## config.mk

```make
export PLATFORM = sky130hd
export DESIGN_NAME = sertx_break
export DESIGN_NICKNAME = d
export VERILOG_FILES = /design/src/rtl/sertx_pkg.sv /design/src/rtl/sertx_holding.sv /design/src/rtl/sertx_shifter.sv /design/src/rtl/sertx_break.sv
export SDC_FILE = /design/constraint.sdc
export NUM_CORES = 1
export LEC_CHECK = 0
export BUFFER_PORTS_ARGS = -buffer_cell sky130_fd_sc_hd__buf_2
export CORE_MARGIN = 2
export CORE_UTILIZATION = 50
export CTS_BUF_LIST = sky130_fd_sc_hd__clkbuf_8 sky130_fd_sc_hd__clkbuf_16
export CTS_CLUSTER_SIZE = 16
export DETAILED_ROUTE_END_ITERATION = 12
export GPL_TIMING_DRIVEN = 0
export PLACE_DENSITY = 0.77
export SLEW_MARGIN = 20
export SYNTH_ARGS = -nofsm -noshare
export SYNTH_HDL_FRONTEND = slang
export SYNTH_HIERARCHICAL = 1
export SYNTH_SLANG_ARGS = --single-unit
export TNS_END_PERCENT = 30
```

## constraint.sdc

```tcl
create_clock -name clk -period 3.1 [get_ports clk]
set_clock_uncertainty 0.05 [all_clocks]
set_input_delay 0.155 -clock clk [delete_from_list [all_inputs] [get_ports clk]]
set_output_delay 0.155 -clock clk [all_outputs]
set_load 0.01 [all_outputs]
```

## src/rtl/sertx_pkg.sv

```systemverilog
package sertx_pkg;

    typedef enum logic [1:0] {
        ST_IDLE = 2'd0,
        ST_DATA = 2'd1,
        ST_PAR  = 2'd2,
        ST_STOP = 2'd3
    } tx_state_e;

    typedef struct packed {
        logic eight;     // full-width word when set, one bit shorter otherwise
        logic par_en;    // parity bit present
        logic par_odd;   // odd parity when set
        logic two_stop;  // second stop bit
    } word_fmt_t;

    function automatic word_fmt_t decode_wsel(input logic [2:0] w);
        word_fmt_t f;
        f.eight    = w[2];
        f.par_en   = !(w[2] && !w[1]);
        f.par_odd  = w[0];
        f.two_stop = !w[1] && !(w[2] && w[0]);
        return f;
    endfunction

endpackage

```

## src/rtl/sertx_holding.sv

```systemverilog
module sertx_holding #(
    parameter int DATA_W = 8
) (
    input  logic              clk,
    input  logic              rst,
    input  logic              wr_en,
    input  logic [DATA_W-1:0] wr_data,
    input  logic              load,
    output logic [DATA_W-1:0] hold_data,
    output logic              empty
);

    always_ff @(posedge clk) begin
        if (rst) begin
            hold_data <= '0;
            empty     <= 1'b1;
        end else if (wr_en) begin
            hold_data <= wr_data;
            empty     <= 1'b0;
        end else if (load) begin
            empty     <= 1'b1;
        end
    end

    // a write always leaves the register occupied
    p_write_clears_r2: assert property (@(posedge clk) disable iff (rst)
        wr_en |=> !empty);

    // a transfer with no competing write frees the register
    p_load_frees_r2: assert property (@(posedge clk) disable iff (rst)
        (load && !wr_en) |=> empty);

endmodule

```

## src/rtl/sertx_shifter.sv

```systemverilog
module sertx_shifter
    import sertx_pkg::*;
#(
    parameter int DATA_W = 8
) (
    input  logic              clk,
    input  logic              rst,
    input  logic              tick,
    input  logic              brk,
    input  logic              hold_full,
    input  logic [DATA_W-1:0] hold_data,
    input  logic [2:0]        wsel,
    output logic              load,
    output logic              txd
);

    localparam int CNT_W = $clog2(DATA_W + 1);

    tx_state_e         state;
    logic [DATA_W-1:0] shreg;
    logic [CNT_W-1:0]  bits_left;
    logic              extra_stop;
    logic              par_acc;
    word_fmt_t         fmt;
    word_fmt_t         fmt_now;

    assign fmt_now = decode_wsel(wsel);
    assign load    = tick && (state == ST_IDLE) && !brk && hold_full;

    always_ff @(posedge clk) begin
        if (rst) begin
            state      <= ST_IDLE;
            shreg      <= '0;
            bits_left  <= '0;
            extra_stop <= 1'b0;
            par_acc    <= 1'b0;
            fmt        <= '0;
            txd        <= 1'b1;
        end else if (tick) begin
            unique case (state)
                ST_IDLE: begin
                    if (brk) begin
                        txd <= 1'b0;
                    end else if (hold_full) begin
                        shreg     <= hold_data;
                        fmt       <= fmt_now;
                        bits_left <= fmt_now.eight ? CNT_W'(DATA_W) : CNT_W'(DATA_W - 1);
                        par_acc   <= 1'b0;
                        txd       <= 1'b0;
                        state     <= ST_DATA;
                    end else begin
                        txd <= 1'b1;
                    end
                end
                ST_DATA: begin
                    txd       <= shreg[0];
                    par_acc   <= par_acc ^ shreg[0];
                    shreg     <= shreg >> 1;
                    bits_left <= bits_left - CNT_W'(1);
                    if (bits_left == CNT_W'(1)) begin
                        state      <= fmt.par_en ? ST_PAR : ST_STOP;
                        extra_stop <= fmt.two_stop;
                    end
                end
                ST_PAR: begin
                    txd        <= par_acc ^ fmt.par_odd;
                    extra_stop <= fmt.two_stop;
                    state      <= ST_STOP;
                end
                ST_STOP: begin
                    txd <= 1'b1;
                    if (extra_stop) extra_stop <= 1'b0;
                    else            state      <= ST_IDLE;
                end
                default: state <= ST_IDLE;
            endcase
        end
    end

    // nothing moves without an enable pulse
    p_hold_no_tick_r10: assert property (@(posedge clk) disable iff (rst)
        !tick |=> ($stable(txd) && $stable(state)));

    // a load produces the start bit and enters the data phase
    p_start_low_r3: assert property (@(posedge clk) disable iff (rst)
        load |=> (!txd && state == ST_DATA));

    // break while idle pulls the line low and starts nothing
    p_break_low_r8: assert property (@(posedge clk) disable iff (rst)
        (tick && state == ST_IDLE && brk) |=> (!txd && state == ST_IDLE));

    // stop ticks mark the line
    p_stop_high_r6: assert property (@(posedge clk) disable iff (rst)
        (tick && state == ST_STOP) |=> txd);

    // idle with nothing queued marks the line
    p_idle_mark_r7: assert property (@(posedge clk) disable iff (rst)
        (tick && state == ST_IDLE && !brk && !hold_full) |=> txd);

endmodule

```

## src/rtl/sertx_break.sv

```systemverilog
module sertx_break #(
    parameter int DATA_W = 8
) (
    input  logic              clk,
    input  logic              rst,
    input  logic              wr_en,
    input  logic [DATA_W-1:0] wr_data,
    input  logic [2:0]        wsel,
    input  logic              brk_req,
    input  logic              bit_tick,
    output logic              txd,
    output logic              tdr_empty
);

    logic [DATA_W-1:0] hold_data;
    logic              load;

    sertx_holding #(.DATA_W(DATA_W)) u_hold (
        .clk       (clk),
        .rst       (rst),
        .wr_en     (wr_en),
        .wr_data   (wr_data),
        .load      (load),
        .hold_data (hold_data),
        .empty     (tdr_empty)
    );

    sertx_shifter #(.DATA_W(DATA_W)) u_shift (
        .clk       (clk),
        .rst       (rst),
        .tick      (bit_tick),
        .brk       (brk_req),
        .hold_full (!tdr_empty),
        .hold_data (hold_data),
        .wsel      (wsel),
        .load      (load),
        .txd       (txd)
    );

    // reset leaves the line marking and the register empty
    p_reset_state_r1: assert property (@(posedge clk)
        rst |=> (txd && tdr_empty));

endmodule

```

# After elaboration in Yosys (flattened, before gate mapping)
# Cells that the tools add are included.
# totals
reg_bits,29
inputBits,16
output_inout_bits,2
word_cells,66
# op_classes
n_addsub,1
n_eq_ne,8
muxes,23
n_bitwise,4
reduce_logical,19
# op_table
operator,n
$mux 8,2
$pmux 8 s2,1
$mux 4,3
$mux 1,8
$mux 2,4
$pmux 2 s4,1
$pmux 4 s2,1
$reduce_and 4->1,2
$logic_and 1x1->1,6
$ne 2x2->1 const B,3
$logic_not 1->1,5
$reduce_and 5->1,1
$eq 2x2->1 const B,2
$eq 4x1->1 const B,1
$pmux 1 s4,1
$reduce_bool 2->1,2
$sub 4x1->4 const B,1
$pmux 1 s3,1
$reduce_and 3->1,1
$reduce_bool 3->1,1
$eq 2x1->1 const B,1
$logic_not 2->1,1
$ne 2x1->1 const B,1
$not 1->1,2
other kinds (2),3

# Logic depth before layout (Yosys ltp)
# Gate-level depths: netlist (run 1).
# depth
ltp_word,6
depth_mapped,8
ltp_nobuf,6

# Cells and area by module
# The synthesis (run 1) kept the hierarchy.
# modules_own_cells
module,n_inst,cells_per_inst,area_each_um2,seq_area_each_um2
sertx_shifter,1,122,1064.8,400.4
sertx_holding,1,29,317.8,180.2
sertx_break,1,1,3.8,0.0

# Least setup slack after synthesis (run 1)
# Ideal clock, no wire load.
# synth_timing
kind,flip-flop to flip-flop
startpoint,register u_shift.bits_left[0]
endpoint,register u_shift.state[0]
setup_time_ns,0.070
arrival_ns,1.529
setup_slack_ns,1.451
stages_incl_launch_ff,6
n_path_buf,0
period_less_slack_ns,1.649
path_cell_list,dfxtp_1 -> ha_1 -> or3b_1 -> a221o_1 -> or2_0 -> a21oi_1
# synth_via
elab_chain_cells,3
# synth_rtl
element,line,text
"start, declared",sertx_shifter.sv:21,logic [CNT_W-1:0] bits_left;
"start signal, assigned",sertx_shifter.sv:47,bits_left <= fmt_now.eight ? CNT_W'(DATA_W) : CNT_W'(DATA_W - 1);
"start signal, assigned",sertx_shifter.sv:59,bits_left <= bits_left - CNT_W'(1);
$eq 4x1->1,sertx_shifter.sv:60,if (bits_left == CNT_W'(1)) begin
$ne 2x1->1 (no source line),--,
$reduce_and 5->1 (no source line),--,
"end signal, assigned",sertx_shifter.sv:61,state <= fmt.par_en ? ST_PAR : ST_STOP;
"end, declared",sertx_shifter.sv:19,tx_state_e state;
# No other way between the ends.
# A chain may end at the register's enable or synchronous reset.

# Worst setup path after layout (run 1)
# layout_timing
startpoint,register u_shift.state[1]
endpoint,register u_shift.bits_left[2]
# layout_via
elab_chain_cells,3
elab_cells_between_ends,7
classes_between,eq/ne: 3; mux: 1; reduce/logical: 3
# layout_rtl
element,line,text
$eq 2x1->1 or $logic_not 2->1 (tied branches),sertx_shifter.sv:40,unique case (state)
$reduce_bool 2->1 (no source line) or $ne 2x2->1 (tied branches),--,
$reduce_and 4->1 (no source line),--,
# Several ways; a longest one is shown, not always the timed one.

==> run metrics, run 1 <==
status finished, final reports clean; share of the synthesized area in the top cell type 41.9%; mux cell area share after synthesis 13.7%; WP data required 3.27 ns; R2R Setup Slk 1.05 ns; Worst R2R End u_shift/bits_left[2]; crit-path leading delay family compound AO/OA/AOI/OAI gates; clk slew on worst S/H paths 0.06 ns; Yosys cell types 32; Least-Margin Pin Slew 0.736 ns; CTS tree done; Hold/Removal Path Class input pin to flip-flop; largest cells by area after synthesis dfxtp_1 42%, mux2i_1 14%, ha_1 6.3%, nor2_1 6.2%, a211oi_1 3.8%; Top Ports 18; CP endpoint kind flip-flop; crit start category flip-flop; Net Sw Frac 26.2%; Post-synth EDFFs 0; async set or reset register ratio after synthesis 0%; area leader, netlist dfxtp_1; sequential element share of the synthesized area 41.9%; Pwr Total 802 uW; Clock Tree Root clkbuf_8; clk sink count 29; max_slew headroom 50.4%; Worst-Skew Late Latency 0.28 ns; sum of negative setup slack 0 ns; CP arrival 2.22 ns; worst setup path endpoint u_shift/bits_left[2]; Cells after Synth 152; Final setup viols 0; Seq cells post-synth 29; NumNets Final 197; cts hold-fix bufs 0; fin crit share 66.1%; largest net degree at the start of global routing 11; Post-synth top flop dfxtp_1; slowest cell on the critical path o21ai_0; Slew Viols, Final 0; post-CTS sizing 0; pwr dens 507 nW/um^2; MaxCap Viol Count 0; die width 56.7 microns; post-CTS setup buffer count 0; Synth Area in Adders 6.32%; pre-CTS WS 1.07 ns; critical path class flip-flop to flip-flop; core box area 2690 sq um; CP Cell Sequence inv_1 -> ha_1 -> and3b_1 -> o21ai_0 -> o21ai_0 -> a21oi_1; most frequent CP cell o21ai_0; vias in the first global route 1,117; Logic pwr share 13.1%; # H-tree levels 2; P_int 592 uW; Clk network pwr share 36.6%; Worst Setup Slack, final 1.05 ns; Starting Density 51.6%; CTS Buffer Depth 2; Antenna Nets Post-Route 0; total wire length 2740 microns; Area Growth Syn to Fin 14.2%; Synth Area in Simple Gates 16.2%; Total GRT Usage 19.6%; FF-to-FF path depth 6; reg-to-reg startpoint u_shift/state[1]; most common cell in the netlist dfxtp_1; maximum VDD drop 0.000442 V; FMAX 0.488 GHz; crit path launch u_shift/state[1]; GRT overflow 0; Worst path max stage delay 0.60 ns; count of final hold-check violations 0; First DRT Iteration DRCs 29; worst hold margin 0.0582 ns; worst path bufs/invs 1; layout cells sized above 1 16.6%; Residual DRC 0; RSZ-0062 raised after global routing false; Final min period 2.05 ns; FP Rows 19; routed len/inst 13.3 microns; initial antenna violation count 0; synthesized area per cell 9.12 sq um; Synth Area in XOR/XNOR 0.632%; Antenna diodes 0; Cell Area, Synth 1390 sq um; leak pwr 0.000644 uW; Vias/cell 5.36; syn nets 175; DRT Pass-1 Iters 4; largest family of logic cells by synthesized area compound AO/OA/AOI/OAI gates; Post-synth top cells 29 x dfxtp_1, 23 x nor2_1, 19 x mux2i_1; Die H 56.7 microns; DP HPWL 2020 microns; Seq pwr share 50.3%; post-synthesis compound-gate area fraction 16.6%; die footprint 3210 sq um; global-route wire length before repair 4770 microns; GPL Wtd Cong 0.782; total number of vias 1,105; Ys Warns 6; CP Depth 6; NetSw 210 uW; cts bufs inserted 5; maximum net fanout on the critical path 6; I/O Buffers 15
power by group through the flow:
stage                     Combinational, uW  Sequential (uW)  Clock (uW)
after floorplan                        75.7              409           0
after global placement                  101              410           0
after detailed placement                105              411           0
after CTS                               106              403         301
after global routing                    119              405         315
final                                   105              403         293
flip-flops by register name, summed over array words and instances (netlist names):
name / flops
u_hold/empty: 1
u_shift/shreg: 8
u_shift/extra_stop: 1
u_shift/par_acc: 1
u_shift/bits_left: 4
u_shift/fmt: 3
u_hold/hold_data: 8
u_shift/txd: 1
u_shift/state: 2
final cells by class:
cell class,instances,area (sq um)
clock buffer,5,68.8
fill,250,1100
timing repair buffer,15,75.1
tap,31,38.8
sequential,29,581
clock inverter,3,13.8
multi-input combinational,109,741
buffer,8,42.5
inverter,6,22.5
cells by family (layout without fill, tap and decap cells):
| group | Yosys count | after routing |
|---|---|---|
| AO/OA/AOI/OAI | 35 | 35 |
| XOR/XNOR | 1 | 1 |
| adder cells (fa/ha/maj) | 7 | 7 |
| buffers and inverters | 14 | 37 |
| flip-flops | 29 | 29 |
| multiplexers | 19 | 19 |
| AND/OR/NAND/NOR | 47 | 47 |
cell usage in the layout, fill, tap and decap left out:
| cell | instances |
|---|---|
| nand2b_1 | 4 |
| or3b_1 | 1 |
| buf_2 | 19 |
| nand3b_1 | 2 |
| dfxtp_1 | 29 |
| inv_1 | 7 |
| o21a_1 | 1 |
| a21bo_2 | 1 |
| nor2b_1 | 5 |
| and3b_1 | 1 |
| clkbuf_8 | 5 |
| o22ai_1 | 1 |
| clkinv_2 | 2 |
| nand2_1 | 7 |
| nand3_1 | 1 |
| and2_1 | 1 |
| ha_1 | 7 |
| nor3_1 | 1 |
| mux2i_1 | 19 |
| o41ai_1 | 1 |
| xor2_1 | 1 |
| o211ai_1 | 1 |
| a21oi_1 | 10 |
| a311oi_1 | 1 |
| a211oi_1 | 7 |
| a2111oi_0 | 1 |
| or2_0 | 1 |
| nor2_1 | 23 |
| o21bai_1 | 2 |
| o21ai_0 | 7 |
| buf_6 | 1 |
| a221o_1 | 1 |
| clkbuf_1 | 3 |
| o31a_2 | 1 |
metal layers:
| layer | vias up | global-route usage (%) | part of all wire [%] | routed length, microns |
|---|---|---|---|---|
| met3 | 5 | 6.91 | 3.9 | 106 |
| li1 | 569 | - | - | - |
| met4 | 0 | 8.16 | 1.9 | 51 |
| met5 | - | 0 | 0 | 0 |
| met1 | 513 | 23.2 | 46 | 1250 |
| met2 | 18 | 32.1 | 49 | 1340 |
worst reg2reg max path: stages (launching register included):
cell and delay [ns]:
dfxtp_1 0.41, inv_1 0.11, ha_1 0.23, and3b_1 0.20
o21ai_0 0.60, o21ai_0 0.22, a21oi_1 0.16
worst min path at each step:
stage / cells after the start / slack (ns) / end / start
after CTS: 3 / 0.06 / u_hold/hold_data[7] / wr_data[7]
final: 3 / 0.06 / u_hold/hold_data[1] / wr_data[1]
after floorplan: 1 / 0.21 / u_shift/fmt[2] / wsel[2]
after global routing: 3 / 0.07 / u_hold/hold_data[1] / wr_data[1]
after detailed placement: 3 / 0.35 / u_hold/hold_data[7] / wr_data[7]
after global placement: 3 / 0.34 / u_hold/hold_data[3] / wr_data[3]
per-stage QoR:
step | util, % | cells | area (sq um)
floorplan | - | 152 | 1390
global placement | 55.8 | 198 | 1500
detailed placement | 55.8 | 198 | 1500
CTS | 58.9 | 206 | 1580
global route | 58.9 | 206 | 1580
finish | 58.9 | 206 | 1580
(Power assumes the default switching activity.)
==> run 2: changes to the inputs <==
- ABC_AREA: unset -> 1
- PLACE_DENSITY: 0.77 -> 0.76
- clock period: 3.1 -> 1.96 ns (I/O delays scaled with it)
==> run 2 against run 1 <==
Effect of this change:
- final area is 12% higher
- area after synthesis increased by 11%
- global-route usage shrank 0.40 points
- power up 73%
- count of clock-buffer cells in the layout is 2 higher
- highest routed layer unchanged
- sequential power grew 59%
- die area increased by 10%
- worst hold slack got worse by 0.010 ns
- combinational power rose by 82%
- clock power rose by 90%
- utilization is 0.53 points higher
- synthesized cell count increased by 49%
- critical endpoint is now u_shift/bits_left[0]
==> run metrics, run 2 <==
status finished, final reports clean; Residual DRC 0 (unchanged); most common cell in the netlist nand2_1; CTS tree done; DRT Pass-1 Iters 5 (+1); sum of negative setup slack 0 ns (unchanged); count of final hold-check violations 0 (unchanged); Worst R2R End u_shift/bits_left[0]; Ys Warns 6 (unchanged); pre-CTS WS 0.349 ns (-0.724 ns); cts hold-fix bufs 1 (+1); share of the synthesized area in the top cell type 37.8% (-4.1 points); Vias/cell 4.86 (-9.3%); crit start category flip-flop; RSZ-0062 raised after global routing false; FF-to-FF path depth 8 (+2); Hold/Removal Path Class input pin to flip-flop; FP Rows 20 (+1); Logic pwr share 13.8% (+0.7 points); worst hold margin 0.0480 ns (-0.0102 ns); Post-synth top cells 56 x nand2_1, 50 x nor2_1, 29 x dfxtp_1; CP arrival 1.78 ns (-0.44 ns); Die H 59.5 microns (+4.9%); MaxCap Viol Count 0 (unchanged); Synth Area in XOR/XNOR 0.570% (-0.062 points); WP data required 2.09 ns (-1.18 ns); maximum net fanout on the critical path 5 (-1); syn nets 249 (+42%); Cells after Synth 226 (+49%); Top Ports 18 (unchanged); initial antenna violation count 0 (unchanged); Clk network pwr share 40.0% (+3.4 points); fin crit share 84.5% (+18 points); largest family of logic cells by synthesized area simple AND/OR/NAND/NOR gates; post-CTS sizing 0 (unchanged); routed len/inst 10.5 microns (-21%); Worst Setup Slack, final 0.303 ns (-0.748 ns); Multi-input gate area 786 sq um (+6.1%); fin cells 284 (+38%); GPL Wtd Cong 0.820 (+4.8%); hold depth 4 (+1); reg-to-reg startpoint u_shift/state[0]; post-CTS setup buffer count 0 (unchanged); synthesized area per cell 6.80 sq um (-25%); Seq cells post-synth 29 (unchanged); Clock Tree Root clkbuf_8; Post-synth EDFFs 0 (unchanged); Total GRT Usage 19.2% (-0.40 points); I/O Buffers 16 (+1); post-synthesis compound-gate area fraction 10.6% (-6.0 points); area leader, netlist dfxtp_1; worst hold endpoint u_hold/hold_data[7]; # H-tree levels 2 (unchanged); Seq pwr share 46.2% (-4.1 points); Synth Area in Adders 5.70% (-0.62 points); Synth Area in Simple Gates 34.3% (+18 points); final-layout fill cell count 284 (+14%); async set or reset register ratio after synthesis 0% (unchanged); Post-synth top flop dfxtp_1; leak pwr 0.000856 uW (+33%); FMAX 0.604 GHz (+24%); DP HPWL 2140 microns (+6.2%); total wire length 2990 microns (+9.0%); core box area 2980 sq um (+11%); Starting Density 51.6% (about the same); P_int 1020 uW (+72%); commonest non-fill, non-tap cell in the layout nand2_1; DP Cell Count 275 (+39%); max_slew headroom 84.1% (+34 points); Least-Margin Pin Slew 0.237 ns (-0.499 ns); Worst path max stage delay 0.41 ns (-0.19 ns); critical path class flip-flop to flip-flop; Yosys cell types 22 (-31%); maximum VDD drop 0.000451 V (+2.1%); Reg area 581 sq um (unchanged); die footprint 3530 sq um (+10%); Final min period 1.66 ns (-0.392 ns); Slew Viols, Final 0 (unchanged); slowest cell on the critical path dfxtp_1; pwr dens 785 nW/um^2 (+55%); layout cells sized above 1 19.1% (+2.6 points); R2R Setup Slk 0.30 ns (-0.75 ns); clk slew on worst S/H paths 0.07 ns (about the same); Cell Area, Synth 1540 sq um (+11%); CP endpoint kind flip-flop; CP Cell Sequence inv_1 -> ha_1 -> nand2_1 -> nand2_2 -> a21oi_4 -> nand2_1 -> a21oi_1 -> nor2_1; cts bufs inserted 5 (unchanged); CTS Buffer Depth 2 (unchanged); die width 59.5 microns (+4.9%); Antenna diodes 0 (unchanged); global-route wire length before repair 5060 microns (+6.1%); sequential element share of the synthesized area 37.8% (-4.1 points); Worst-Skew Late Latency 0.29 ns (about the same); Antenna Nets Post-Route 0 (unchanged); clk sink count 29 (unchanged); most frequent CP cell nand2_1; Hold Startpoint wr_en; total number of vias 1,381 (+25%); most frequent cells in the layout 56 x nand2_1, 50 x nor2_1, 29 x dfxtp_1; vias in the first global route 1,167 (+4.5%); largest cells by area after synthesis dfxtp_1 38%, nand2_1 14%, nor2_1 12%, ha_1 5.7%, inv_1 5.6%; biggest regs u_hold/hold_data: 8 flops, u_shift/shreg: 8 flops, u_shift/bits_left: 4 flops; NumNets Final 273 (+39%); Net Sw Frac 26.8% (+0.61 points); Area Growth Syn to Fin 15.1%; largest net degree at the start of global routing 11 (unchanged); NetSw 373 uW (+77%); First DRT Iteration DRCs 38 (+31%); mux cell area share after synthesis 0% (-14 points); GRT overflow 0 (unchanged); Final setup viols 0 (unchanged)
run 2: routing by layer:
metal / vias to the layer above / wire [microns] / GRT usage, %
met3: 4 / 94 / 6.77
li1: 740 / - / -
met4: 0 / 44 / 8.44
met2: 19 / 1360 / 30.8
met5: - / 0 / 0
met1: 618 / 1500 / 23.0
run 2: worst max path at each step:
stage	start	to	slack (ns)	cells past startpoint
2_1_floorplan	u_shift/state[0]	u_shift/par_acc	0.55	8
3_3_place_gp	u_shift/state[0]	u_shift/par_acc	0.37	8
3_5_place_dp	u_shift/state[0]	u_shift/bits_left[0]	0.35	8
4_1_cts	u_shift/state[0]	u_shift/bits_left[0]	0.33	8
5_1_grt	u_shift/state[0]	u_shift/par_acc	0.16	8
6_report	u_shift/state[0]	u_shift/bits_left[0]	0.30	8
run 2: area by class of cell:
cell class	instances	share of cell area, %
flip-flops and latches	29	32.8
inverters	26	5.51
multi-input cells	163	44.4
plain buffers	8	4.17
well taps	33	2.33
clock buffers	7	5.44
repair buffers	17	5.09
clock inverters	1	0.283
run 2: per-stage QoR:
stage	power (uW)	instance area, sq um	utilization, %
floorplan	794	1540	-
global route	1450	1770	59.5
global placement	840	1660	55.7
detailed placement	844	1660	55.7
finish	1390	1770	59.5
CTS	1400	1770	59.5
run 2: critical path: cells and delay by family (launching register included):
| kind | cells | cell delay, ns |
|---|---|---|
| DFF | 1 | 0.41 |
| buffers and inverters | 1 | 0.12 |
| AOI/OAI and AO/OA | 2 | 0.31 |
| adders and majority gates | 1 | 0.29 |
| and+or+nand+nor | 4 | 0.36 |
run 2: power groups by stage:
stage / Clock (uW) / Sequential (uW) / Combinational (uW)
global placement: 0 / 654 / 187
CTS: 564 / 642 / 192
detailed placement: 0 / 655 / 190
global route: 587 / 646 / 219
floorplan: 0 / 652 / 142
finish: 556 / 642 / 191
run 2: kinds of logic after synthesis:
group,after synthesis
and+or+nand+nor,127
buffers and inverters,34
DFF,29
AOI/OAI and AO/OA,28
adders and majority gates,7
xor gates and xnor gates,1
